`src/rtl/keylock_pkg.sv`:
```
// Shared types for the two-key write lock.
// Assumes byte addressing with 32-bit word registers.
package keylock_pkg;

    // Which local resource an address selects.
    typedef enum logic [1:0] {
        HIT_NONE    = 2'd0,
        HIT_SCRATCH = 2'd1,
        HIT_KEY_A   = 2'd2,
        HIT_KEY_B   = 2'd3
    } hit_e;

endpackage

```
`src/rtl/keylock_decode.sv`:
```
// Address decoder: classifies a byte address as a key register, a scratch
// word (with its index) or a non-local (peripheral) address.
// Assumes: only word-aligned addresses match locally; key registers win over
// the scratch window if the two ever overlap.
module keylock_decode
    import keylock_pkg::*;
#(
    parameter int                ADDR_W       = 8,
    parameter int                NUM_SCRATCH  = 3,
    parameter logic [ADDR_W-1:0] SCRATCH_BASE = 8'h60,
    parameter logic [ADDR_W-1:0] KEY_A_ADDR   = 8'h6C,
    parameter logic [ADDR_W-1:0] KEY_B_ADDR   = 8'h70,
    localparam int               IDX_W        = (NUM_SCRATCH > 1) ? $clog2(NUM_SCRATCH) : 1,
    localparam int               WORD_W       = ADDR_W - 2
) (
    input  logic [ADDR_W-1:0] addr_i,
    output hit_e              hit_o,
    output logic [IDX_W-1:0]  idx_o
);

    localparam logic [WORD_W-1:0] BASE_WORD = SCRATCH_BASE[ADDR_W-1:2];

    logic              aligned;
    logic [WORD_W-1:0] word;

    assign aligned = (addr_i[1:0] == 2'b00);
    assign word    = addr_i[ADDR_W-1:2];

    // Purpose: pick the local target; key registers take priority.
    always_comb begin
        hit_o = HIT_NONE;
        idx_o = '0;
        if (aligned) begin
            if (addr_i == KEY_A_ADDR) begin
                hit_o = HIT_KEY_A;
            end else if (addr_i == KEY_B_ADDR) begin
                hit_o = HIT_KEY_B;
            end else begin
                for (int i = 0; i < NUM_SCRATCH; i++) begin
                    if (word == BASE_WORD + WORD_W'(i)) begin
                        hit_o = HIT_SCRATCH;
                        idx_o = IDX_W'(i);
                    end
                end
            end
        end
    end

endmodule

```
`src/rtl/keylock_keys.sv`:
```
// Key registers and lock state. Each key register keeps a single flag that
// records whether its last write matched its key; the gate is open while
// both flags are set. Assumes key writes arrive already decoded.
module keylock_keys #(
    parameter int               DATA_W = 32,
    parameter logic [DATA_W-1:0] KEY_A = 32'h83E7_0B13,
    parameter logic [DATA_W-1:0] KEY_B = 32'h95A4_F1E0
) (
    input  logic              clk,
    input  logic              rst_n,
    input  logic              key_a_wr_i,
    input  logic              key_b_wr_i,
    input  logic [DATA_W-1:0] wdata_i,
    output logic              unlocked_o
);

    logic a_ok;
    logic b_ok;

    // Purpose: record whether the latest write to key A matched.
    always_ff @(posedge clk) begin
        if (!rst_n) begin
            a_ok <= 1'b0;
        end else if (key_a_wr_i) begin
            a_ok <= (wdata_i == KEY_A);
        end
    end

    // Purpose: record whether the latest write to key B matched.
    always_ff @(posedge clk) begin
        if (!rst_n) begin
            b_ok <= 1'b0;
        end else if (key_b_wr_i) begin
            b_ok <= (wdata_i == KEY_B);
        end
    end

    assign unlocked_o = a_ok & b_ok;

    // a wrong value on either key closes the gate next cycle.
    p_bad_key_locks_r3: assert property (@(posedge clk) disable iff (!rst_n)
        ((key_a_wr_i && wdata_i != KEY_A) || (key_b_wr_i && wdata_i != KEY_B))
        |=> !unlocked_o);

    // the gate only opens right after a key write.
    p_open_after_key_r2: assert property (@(posedge clk) disable iff (!rst_n)
        $rose(unlocked_o) |-> $past(key_a_wr_i || key_b_wr_i));

endmodule

```
`src/rtl/keylock_scratch.sv`:
```
// Bank of general-purpose scratch words, writable only while the gate is
// open. Assumes idx_i is in range whenever wr_hit_i is high.
module keylock_scratch #(
    parameter int  DATA_W      = 32,
    parameter int  NUM_SCRATCH = 3,
    localparam int IDX_W       = (NUM_SCRATCH > 1) ? $clog2(NUM_SCRATCH) : 1
) (
    input  logic                                clk,
    input  logic                                rst_n,
    input  logic                                wr_hit_i,
    input  logic                                unlocked_i,
    input  logic [IDX_W-1:0]                    idx_i,
    input  logic [DATA_W-1:0]                   wdata_i,
    output logic [NUM_SCRATCH-1:0][DATA_W-1:0]  data_o
);

    logic wr_ok;
    assign wr_ok = wr_hit_i & unlocked_i;

    for (genvar g = 0; g < NUM_SCRATCH; g++) begin : g_word
        // Purpose: hold one scratch word, loaded on a permitted write.
        always_ff @(posedge clk) begin
            if (!rst_n) begin
                data_o[g] <= '0;
            end else if (wr_ok && idx_i == IDX_W'(g)) begin
                data_o[g] <= wdata_i;
            end
        end

        // a permitted write lands in the addressed word.
        p_write_lands_r5: assert property (@(posedge clk) disable iff (!rst_n)
            (wr_hit_i && unlocked_i && idx_i == IDX_W'(g))
            |=> data_o[g] == $past(wdata_i));
    end

    // a locked write leaves the whole bank untouched.
    p_locked_hold_r4: assert property (@(posedge clk) disable iff (!rst_n)
        (wr_hit_i && !unlocked_i) |=> $stable(data_o));

endmodule

```
`src/rtl/keylock_regfile.sv`:
```
// Top of the two-key write lock: decodes the bus, keeps the key state and
// the scratch bank, returns registered read data and forwards gated write
// enables for non-local addresses to the protected peripheral.
// Assumes single-cycle strobes; the peripheral supplies its own read data.
module keylock_regfile
    import keylock_pkg::*;
#(
    parameter int  ADDR_W      = 8,
    parameter int  DATA_W      = 32,
    parameter int  NUM_SCRATCH = 3,
    localparam int IDX_W       = (NUM_SCRATCH > 1) ? $clog2(NUM_SCRATCH) : 1
) (
    input  logic              clk,
    input  logic              rst_n,
    input  logic              bus_wr,
    input  logic              bus_rd,
    input  logic [ADDR_W-1:0] bus_addr,
    input  logic [DATA_W-1:0] bus_wdata,
    output logic [DATA_W-1:0] bus_rdata,
    output logic              bus_rvalid,
    output logic              periph_we,
    output logic              unlocked
);

    hit_e                               hit;
    logic [IDX_W-1:0]                   idx;
    logic [NUM_SCRATCH-1:0][DATA_W-1:0] scratch;
    logic [DATA_W-1:0]                  rd_sel;

    keylock_decode #(
        .ADDR_W      (ADDR_W),
        .NUM_SCRATCH (NUM_SCRATCH)
    ) u_decode (
        .addr_i (bus_addr),
        .hit_o  (hit),
        .idx_o  (idx)
    );

    keylock_keys #(
        .DATA_W (DATA_W)
    ) u_keys (
        .clk        (clk),
        .rst_n      (rst_n),
        .key_a_wr_i (bus_wr && hit == HIT_KEY_A),
        .key_b_wr_i (bus_wr && hit == HIT_KEY_B),
        .wdata_i    (bus_wdata),
        .unlocked_o (unlocked)
    );

    keylock_scratch #(
        .DATA_W      (DATA_W),
        .NUM_SCRATCH (NUM_SCRATCH)
    ) u_scratch (
        .clk        (clk),
        .rst_n      (rst_n),
        .wr_hit_i   (bus_wr && hit == HIT_SCRATCH),
        .unlocked_i (unlocked),
        .idx_i      (idx),
        .wdata_i    (bus_wdata),
        .data_o     (scratch)
    );

    // Purpose: gate peripheral writes on the lock state.
    assign periph_we = bus_wr && unlocked && (hit == HIT_NONE);

    // Purpose: select read data; keys and non-local addresses read zero.
    always_comb begin
        rd_sel = '0;
        if (hit == HIT_SCRATCH) begin
            for (int i = 0; i < NUM_SCRATCH; i++) begin
                if (idx == IDX_W'(i)) begin
                    rd_sel = scratch[i];
                end
            end
        end
    end

    // Purpose: register the read result one cycle after the strobe.
    always_ff @(posedge clk) begin
        if (!rst_n) begin
            bus_rdata  <= '0;
            bus_rvalid <= 1'b0;
        end else begin
            bus_rvalid <= bus_rd;
            bus_rdata  <= bus_rd ? rd_sel : '0;
        end
    end

    // every read strobe yields a valid in the next cycle.
    p_rvalid_follows_r9: assert property (@(posedge clk) disable iff (!rst_n)
        bus_rd |=> bus_rvalid);

    // key registers never reveal their contents.
    p_key_read_zero_r6: assert property (@(posedge clk) disable iff (!rst_n)
        (bus_rd && (hit == HIT_KEY_A || hit == HIT_KEY_B)) |=> bus_rdata == '0);

    // the peripheral enable never rises while the gate is locked.
    p_no_locked_periph_r7: assert property (@(posedge clk) disable iff (!rst_n)
        !unlocked |-> !periph_we);

endmodule

```
`config.mk`:
```
export PLATFORM = sky130hd
export DESIGN_NAME = keylock_regfile
export DESIGN_NICKNAME = d
export VERILOG_FILES = /design/src/rtl/keylock_pkg.sv /design/src/rtl/keylock_decode.sv /design/src/rtl/keylock_keys.sv /design/src/rtl/keylock_scratch.sv /design/src/rtl/keylock_regfile.sv
export SDC_FILE = /design/constraint.sdc
export NUM_CORES = 1
export LEC_CHECK = 0
export BUFFER_PORTS_ARGS = -buffer_cell sky130_fd_sc_hd__buf_4
export CORE_ASPECT_RATIO = 0.9
export CORE_MARGIN = 5
export CORE_UTILIZATION = 42
export DETAILED_ROUTE_END_ITERATION = 10
export PLACE_DENSITY = 0.6
export SYNTH_ARGS = -nofsm -noshare
export SYNTH_HDL_FRONTEND = slang
export SYNTH_HIERARCHICAL = 1
export SYNTH_SLANG_ARGS = --single-unit
```
`constraint.sdc`:
```
create_clock -name clk -period 2.52 [get_ports clk]
set_input_delay 0 -clock clk [delete_from_list [all_inputs] [get_ports clk]]
set_output_delay 0 -clock clk [all_outputs]
set_load 0.005 [all_outputs]
```
==> results of run 1 <==
sequential cells by signal (all words and copies together), names as in the netlist:
name / cells
bus_rdata: 32
u_keys/a_ok: 1
bus_rvalid: 1
u_keys/b_ok: 1
u_scratch/data_o: 96
cell usage after synthesis:
cell type,count
a211oi_1,14
nand3b_1,4
nor4_1,4
buf_6,9
nor4b_2,1
a211oi_2,51
maj3_1,1
nor3_1,2
nand4b_2,2
nor2b_1,32
and2_1,2
nand4bb_1,3
nand4_1,1
nor4b_1,1
nand2_1,131
and4bb_2,1
dfxtp_1,131
clkbuf_1,13
buf_2,15
nand3_1,2
nor4b_4,1
mux2i_1,96
nor4bb_1,2
nand4b_1,4
and3b_1,1
nor2_1,3
and3_1,1
buf_4,7
o21ai_1,2
or3b_1,1
nand2b_1,35
worst paths after layout:
kind                                            from                    to  slack, ps  cells after the start
worst max-delay path                     bus_addr[2]           u_keys/b_ok        120                     10
worst min-delay path                           rst_n  u_scratch/data_o[77]         80                      3
worst min register to register  u_scratch/data_o[13]  u_scratch/data_o[13]        450                      2
worst max register to register           u_keys/b_ok  u_scratch/data_o[30]       1060                      4
cells in the final DEF (no fill, tap or decap), types with 2 or more instances in the layout:
cell and n:
nor4bb_1 2, nand3b_1 4, nand2_1 131, dfxtp_1 131, clkbuf_16 17, nand2b_1 35, nor2b_1 32, o21ai_1 2
a211oi_2 50, clkinvlp_4 2, nand4b_1 4, a211oi_1 14, clkbuf_8 6, nand4bb_1 3, dlygate4sd3_1 37, mux2i_1 96
clkbuf_1 3, nor2_1 3, nand4b_2 2, buf_4 90, nand3_1 2, and2_1 2, nor4_2 3, buf_12 6
through the flow:
| stage | cell area [µm²] | cells | TNS (ps) | power [mW] | utilization |
|---|---|---|---|---|---|
| floorplan | 5843 | 573 | 0 | 2.189 | - |
| global placement | 6576 | 792 | 0 | 2.283 | 0.4867 |
| detailed placement | 6576 | 792 | 0 | 2.286 | 0.4867 |
| CTS | 7511 | 858 | 0 | 4.694 | 0.5558 |
| global route | 7542 | 859 | -4.299 | 4.803 | 0.5581 |
| finish | 7542 | 859 | 0 | 4.630 | 0.5581 |
power by group:
group,internal (mW),leakage [nW],switching (mW)
Clock,1.50,0.271,0.845
Sequential,2.07,1.05,0.000212
Combinational,0.104,1.83,0.109
critical path, delay by kind of cell:
kind / cells / cell delay, ps
buffers and inverters: 3 / 1250
AND/OR/NAND/NOR: 5 / 1070
AO/OA/AOI/OAI: 2 / 420
final cells by class:
type	instances	area (µm²)
Fill cell	1184	5971
Multi-Input combinational cell	398	2979
Sequential cell	131	2623
Timing Repair Buffer	133	1166
Clock buffer	26	519.2
Tap cell	168	210.2
Clock inverter	3	45.04
logic make-up after synthesis:
logic type | after synthesis | share of synthesized area
simple gates | 234 | 0.2086
flops | 131 | 0.4488
buf+inv | 44 | 0.04754
fa+ha+maj | 1 | 0.001713
compound gates | 67 | 0.1289
mux | 96 | 0.1645
per-layer routing:
metal | share of wire | up-vias
met4 | 0.014 | 0
met1 | 0.47 | 2122
li1 | - | 2196
met3 | 0.037 | 15
met2 | 0.48 | 75
met5 | 0 | -
repair_timing:
item | CTS | global route
hold endpoints to repair | 99 | 0
resized for setup | 0 | 4
setup endpoints to repair | 0 | 1
buffers inserted | 0 | 1
hold buffers | 37 | 0
==> flow_summary.json, run 1 <==
{
  "root_buffer": "clkbuf_16",
  "avgSynthCellArea_um2": 10.20,
  "clock.fmax_ghz": 0.4159,
  "area_delta_synth_final_pct": 29.08,
  "via_per_inst": 5.132,
  "core.rowCount": 40,
  "wl_per_cell_um": 16.45,
  "grt_pass1_vias": 4475,
  "cp-start-kind": "primary input",
  "drt_first_pass_iters": 4,
  "grt-ovfl-total": 0,
  "place_ws_ps": 477.9,
  "clk_latency_ps": 410,
  "ys.warnings.count": 6,
  "ant_nets": 0,
  "crit_path_max_incr_delay_ps": 570,
  "start_util": 0.4324,
  "met2_usage": 0.2971,
  "slew_viol_final": 0,
  "place_hpwl_um": 9085,
  "port_buffers": 78,
  "wl_um": 14130,
  "leakagePower_nw": 3.154,
  "cts_num_sinks": 131,
  "layout_setup_ws_ps": 115.7,
  "criticalPathCategory": "primary input to register",
  "clk_pin_slew_ps": 50,
  "cap_violations": 0,
  "required_ps": 2870,
  "synth_top_cell_area_share": 0.4488,
  "core_area_um2": 13510,
  "grt_pass1_wl_um": 23110,
  "status": "complete, no violations",
  "grtUsageMet3": 0.05285,
  "setup_violations": 0,
  "peakVddDrop_mv": 0.5772,
  "drt-initial-drc-count": 168,
  "cp_max_fo": 5,
  "arrival_ps": 2760,
  "grt_max_degree": 86,
  "top_usage_layer": "met2",
  "slew_headroom": 0.5099,
  "io_pins": 79,
  "die_area_um2": 16370,
  "drc": 0,
  "finalCritPeriodShare": 0.9541,
  "crit_path_frequent_cell": "dlygate4sd3_1",
  "synth_top_area_cell": "dfxtp_1",
  "tritoncts": "done",
  "period_needed_ps": 2404,
  "gp_congestion": 0.7108,
  "syn_inst": 573,
  "ys_seq_area_frac": 0.4488,
  "antenna_found_initial": 0,
  "numCtsBuffers": 17,
  "synth_area_leaders": "dfxtp_1 45%, mux2i_1 16%, a211oi_2 11%",
  "ys_types": 31,
  "hp-class": "primary input to register",
  "skew_ps": 9.431,
  "setup.worst_path.end_class": "register",
  "grtUsageTotal": 0.1804,
  "nNetsFinal": 725,
  "vias": 4408,
  "path_cells": "buf_4, or3b_1, a211oi_4, and3_4, nand4b_1, nor4_2, nand4_1, dlygate4sd3_1, o21ai_1, dlygate4sd3_1",
  "holdWs_ps": 83.30,
  "antenna_cells": 0,
  "final_layout_size_suffix_gt1_frac": 0.2648,
  "power_density_nw_per_um2": 613.8,
  "cts_buffer_depth": 2,
  "synth_seq_cells": 131,
  "grt_use_met1": 0.2270,
  "synth.cell_area_um2": 5843,
  "die_y_um": 121.9,
  "tightest_slew_ps": 729.2,
  "synth_fp_nets": 617,
  "cp_slowest_cell": "dlygate4sd3_1",
  "die_w_um": 134.3,
  "htreeDepth": 4,
  "hold_viol": 0
}
(Power assumes the default switching activity.)
==> inputs of run 2 (changes only) <==
--- a/config.mk
+++ b/config.mk
@@ -10,7 +10,7 @@
 export CORE_MARGIN = 5
 export CORE_UTILIZATION = 42
 export DETAILED_ROUTE_END_ITERATION = 10
-export PLACE_DENSITY = 0.6
+export PLACE_DENSITY_LB_ADDON = 0.12
 export SYNTH_ARGS = -nofsm -noshare
 export SYNTH_HDL_FRONTEND = slang
 export SYNTH_HIERARCHICAL = 1
==> run 2 against run 1 <==
Sequential share of layout area rose by 0.36 points. Register-to-register slack got worse by 190 ps. Clock-buffer cell count fell by 2. Maximum frequency rose by 0.63%. Clock power fell by 6%. Die area did not move. Critical path depth did not move. Sequential power barely moved. Core utilization fell by 0.57 points. Cell area fell by 1.0%. Critical endpoint unchanged. Largest cell class unchanged. Largest power group unchanged.
==> flow_summary.json, run 2 (synthesized netlist as in run 1, its figures left out) <==
{
  "status": "complete, no violations",
  "place_area_um2": 6534,
  "core.rowCount": 40,
  "final_cells": 855,
  "setup.worst_path.end_class": "register",
  "nNetsFinal": 721,
  "cap_violations": 0,
  "leakagePower_nw": 3.119,
  "numCtsBuffers": 17,
  "die_w_um": 134.3,
  "dp.cells": 788,
  "area_delta_synth_final_pct": 27.75,
  "rsz0062_at_grt": "false",
  "clk_pin_slew_ps": 50,
  "peakVddDrop_mv": 0.4277,
  "setup_violations": 0,
  "grt_max_degree": 76,
  "grt_pass1_vias": 4397,
  "wl_per_cell_um": 16.83,
  "ant_nets": 0,
  "antenna_found_initial": 0,
  "via_per_inst": 5.142,
  "endpoint": "u_keys/b_ok",
  "drt_first_pass_iters": 4,
  "holdWs_ps": 78.17,
  "cts_num_sinks": 131,
  "place_hpwl_um": 8972,
  "skew_ps": 6.463,
  "cp-start-kind": "primary input",
  "worstReg2RegEnd": "u_scratch/data_o[1]",
  "drt-initial-drc-count": 227,
  "top_regs": "u_scratch/data_o: 96 flops, bus_rdata: 32 flops",
  "final_util": 0.5524,
  "wl_um": 14390,
  "grt-ovfl-total": 0,
  "power.total_mw": 4.486,
  "largest_reg_flops": 96,
  "worstSetupStartpoint": "bus_addr[2]",
  "most-common-layout-cells": "131 x nand2_1, 131 x dfxtp_1, 96 x mux2i_1",
  "power_density_nw_per_um2": 600.9,
  "grt_pass1_wl_um": 23020,
  "vias": 4396,
  "hold_viol": 0,
  "fin_area_um2": 7465,
  "finalCritPeriodShare": 0.9481,
  "antenna_cells": 0,
  "period_needed_ps": 2389,
  "grtUsageTotal": 0.1774,
  "reg2reg_depth": 4,
  "clock.fmax_ghz": 0.4185,
  "slew_viol_final": 0,
  "cp_max_fo": 5,
  "tns_ps": 0,
  "layout_setup_ws_ps": 130.7,
  "reg2reg_setup_slack_ps": 870,
  "hp-class": "primary input to register",
  "core_area_um2": 13510,
  "die_y_um": 121.9,
  "required_ps": 2870,
  "cts_buffer_depth": 2,
  "tritoncts": "done",
  "worstReg2RegStart": "u_keys/b_ok",
  "final_layout_size_suffix_gt1_frac": 0.2620,
  "tightest_slew_ps": 762.3,
  "drc": 0,
  "root_buffer": "clkbuf_16",
  "start_util": 0.4324,
  "arrival_ps": 2740,
  "htreeDepth": 4,
  "place_ws_ps": 467.6,
  "regMostFlops": "u_scratch/data_o",
  "criticalPathCategory": "primary input to register",
  "gp_congestion": 0.7807,
  "clk_latency_ps": 410,
  "die_area_um2": 16370,
  "io_pins": 79,
  "slew_headroom": 0.4918,
  "port_buffers": 78
}
-- run 2: worst max-delay path, stage by stage --
cell           delay [ps]
buf_4                 120
or3b_1                420
a211oi_4              340
and3_1                220
nand4b_1              120
nor4_2                160
nand4_1               120
dlygate4sd3_1         570
o21ai_1               120
dlygate4sd3_1         550
-- run 2: layout make-up --
cell class                      instances  area [µm²]
Clock buffer                           24       501.7
Clock inverter                          5       27.53
Fill cell                            1215        6048
Multi-Input combinational cell        398        2979
Sequential cell                       131        2623
Tap cell                              168       210.2
Timing Repair Buffer                  129        1124
-- run 2: timing repair --
item | in CTS | in global routing
hold buffers | 37 | 0
setup buffers | 0 | 1
setup endpoints to repair | 0 | 1
resized for setup | 0 | 4
endpoints found under the hold margin | 99 | 0
-- run 2: metal layers --
layer | wire (µm) | GRT usage
met1 | 6900 | 0.2328
met2 | 6784 | 0.2871
met3 | 542 | 0.04500
met5 | 0 | 0
met4 | 159 | 0.05725
-- run 2: how the worst min path moves through the flow --
stage | depth (start not counted) | endpoint | start | slack, ps
after global placement | 2 | bus_rvalid | bus_rd | 290
after detailed placement | 2 | bus_rvalid | bus_rd | 290
after global routing | 5 | u_keys/a_ok | rst_n | 90
after floorplan | 1 | periph_we | bus_wr | 130
after CTS | 5 | u_keys/a_ok | rst_n | 70
final | 5 | u_keys/a_ok | rst_n | 80
-- run 2: power by group --
group / leakage (nW) / total [mW] / switching [mW] / internal [mW]
clock network: 0.264 / 2.20 / 0.833 / 1.36
logic: 1.80 / 0.216 / 0.112 / 0.104
registers: 1.05 / 2.07 / 0.000220 / 2.07
==> inputs of run 3 (changes only) <==
--- a/config.mk
+++ b/config.mk
@@ -7,7 +7,7 @@
 export LEC_CHECK = 0
 export BUFFER_PORTS_ARGS = -buffer_cell sky130_fd_sc_hd__buf_4
 export CORE_ASPECT_RATIO = 0.9
-export CORE_MARGIN = 5
+export CORE_MARGIN = 2
 export CORE_UTILIZATION = 42
 export DETAILED_ROUTE_END_ITERATION = 10
 export PLACE_DENSITY_LB_ADDON = 0.12
==> run 3 against run 2 <==
Clock-buffer cell count grew 5. Global-route usage increased by 2.5 points. Worst hold slack got worse by 23 ps. Setup slack improved by 340 ps. Combinational power about the same. Via count rose by 0.14%. Non-clock buffer count is 3 higher. Largest cell class unchanged.
==> flow_summary.json, run 3 (synthesized netlist as in run 1, its figures left out) <==
{
  "area_delta_synth_final_pct": 27.75,
  "port_buffers": 78,
  "antenna_cells": 0,
  "core_area_um2": 13460,
  "hold_viol": 0,
  "final_util": 0.5545,
  "die_y_um": 115.9,
  "crit_buf_inv": 4,
  "clock.fmax_ghz": 0.4874,
  "cp-start-kind": "primary input",
  "ant_nets": 0,
  "finalCritPeriodShare": 0.8142,
  "die_area_um2": 14870,
  "most-common-layout-cells": "131 x nand2_1, 131 x dfxtp_1, 96 x mux2i_1",
  "setup.worst_path.end_class": "register",
  "vias": 4402,
  "multiInputGateArea_um2": 2955,
  "clk_pin_slew_ps": 50,
  "dp.cells": 792,
  "criticalPathCategory": "primary input to register",
  "clk_latency_ps": 420,
  "slew_viol_final": 0,
  "arrival_ps": 2400,
  "regMostFlops": "u_scratch/data_o",
  "wl_um": 14060,
  "grt_max_degree": 83,
  "tns_ps": 0,
  "cp_slowest_cell": "dlygate4sd3_1",
  "status": "complete, no violations",
  "antenna_found_initial": 0,
  "path_cells": "dlygate4sd3_1, buf_4, nor4b_1, dlygate4sd3_1, nand3_1, dlygate4sd3_1, o21ai_1",
  "final_layout_size_suffix_gt1_frac": 0.2597,
  "core.rowCount": 40,
  "numCtsBuffers": 17,
  "top_regs": "u_scratch/data_o: 96 flops, bus_rdata: 32 flops",
  "leakagePower_nw": 3.135,
  "tightest_slew_ps": 836.5,
  "place_area_um2": 6514,
  "cp_max_fo": 3,
  "slew_headroom": 0.4423,
  "io_pins": 79,
  "root_buffer": "clkbuf_16",
  "cts_buffer_depth": 2,
  "rsz0062_at_grt": "false",
  "path_delay_family": "buffers and inverters",
  "skew_ps": 6.492,
  "setup_violations": 0,
  "die_w_um": 128.3,
  "wl_per_cell_um": 16.33,
  "place_hpwl_um": 8991,
  "drc": 0,
  "required_ps": 2870,
  "tritoncts": "done",
  "htreeDepth": 4,
  "via_per_inst": 5.113,
  "nNetsFinal": 724,
  "gp_congestion": 0.7743,
  "drt-initial-drc-count": 170,
  "period_needed_ps": 2052,
  "largest_reg_flops": 96,
  "power_density_nw_per_um2": 625.6,
  "grtUsageTotal": 0.2024,
  "regArea_um2": 2623,
  "grt_pass1_wl_um": 22890,
  "peakVddDrop_mv": 0.6048,
  "grt-ovfl-total": 0,
  "start_util": 0.4340,
  "hp-class": "primary input to register",
  "fillers": 1205,
  "crit_path_frequent_cell": "dlygate4sd3_1",
  "crit_path_max_incr_delay_ps": 600,
  "final_cells": 861,
  "cap_violations": 0,
  "fin_area_um2": 7465,
  "cts_num_sinks": 131,
  "grt_pass1_vias": 4435,
  "drt_first_pass_iters": 4
}
## run 3: through the flow
| stage | hold slack, ps | setup slack (ps) | total power, mW |
|---|---|---|---|
| global route | 72.63 | 397.4 | 4.828 |
| floorplan | 127.7 | 585.1 | 2.189 |
| global placement | 315.7 | 472.7 | 2.284 |
| CTS | 40.71 | 522.9 | 4.718 |
| detailed placement | 319.9 | 435.0 | 2.287 |
| finish | 55.62 | 468.2 | 4.670 |
## run 3: worst paths after layout
check | depth (start not counted) | endpoint | slack (ps) | from
max | 7 | u_keys/a_ok | 470 | bus_wdata[5]
max reg2reg | 4 | u_scratch/data_o[21] | 980 | u_keys/a_ok
min | 4 | u_keys/a_ok | 60 | bus_wr
min reg2reg | 2 | u_scratch/data_o[22] | 450 | u_scratch/data_o[22]
## run 3: per-layer routing
layer / wire length (µm) / share of wire / vias to the layer above / track usage
met5: 0 / 0 / - / 0
met4: 215 / 0.015 / 0 / 0.07179
met1: 6415 / 0.46 / 2117 / 0.2463
met3: 522 / 0.037 / 17 / 0.05355
li1: - / - / 2198 / -
met2: 6903 / 0.49 / 70 / 0.3475
## run 3: layout make-up
cell class	count	share of cell area
clock buffer	29	0.07241
clock inverter	3	0.005364
multi-input combinational	398	0.3959
sequential	131	0.3513
tap	168	0.02816
timing repair buffer	132	0.1468
## run 3: power by group
group          internal [mW]  switching (mW)
Sequential              2.07        0.000202
Clock                   1.54           0.844
Combinational          0.103           0.110
## run 3: timing repair
action                                 CTS  global route
gates resized for setup                  0             0
hold buffers                            37             0
setup buffers                            0             0
endpoints found under the hold margin   99             0
## run 3: tightest hold or removal path, cell delays in order
cell,delay [ps]
buf_4,100
and3b_1,170
nand3b_1,100
o21ai_1,50
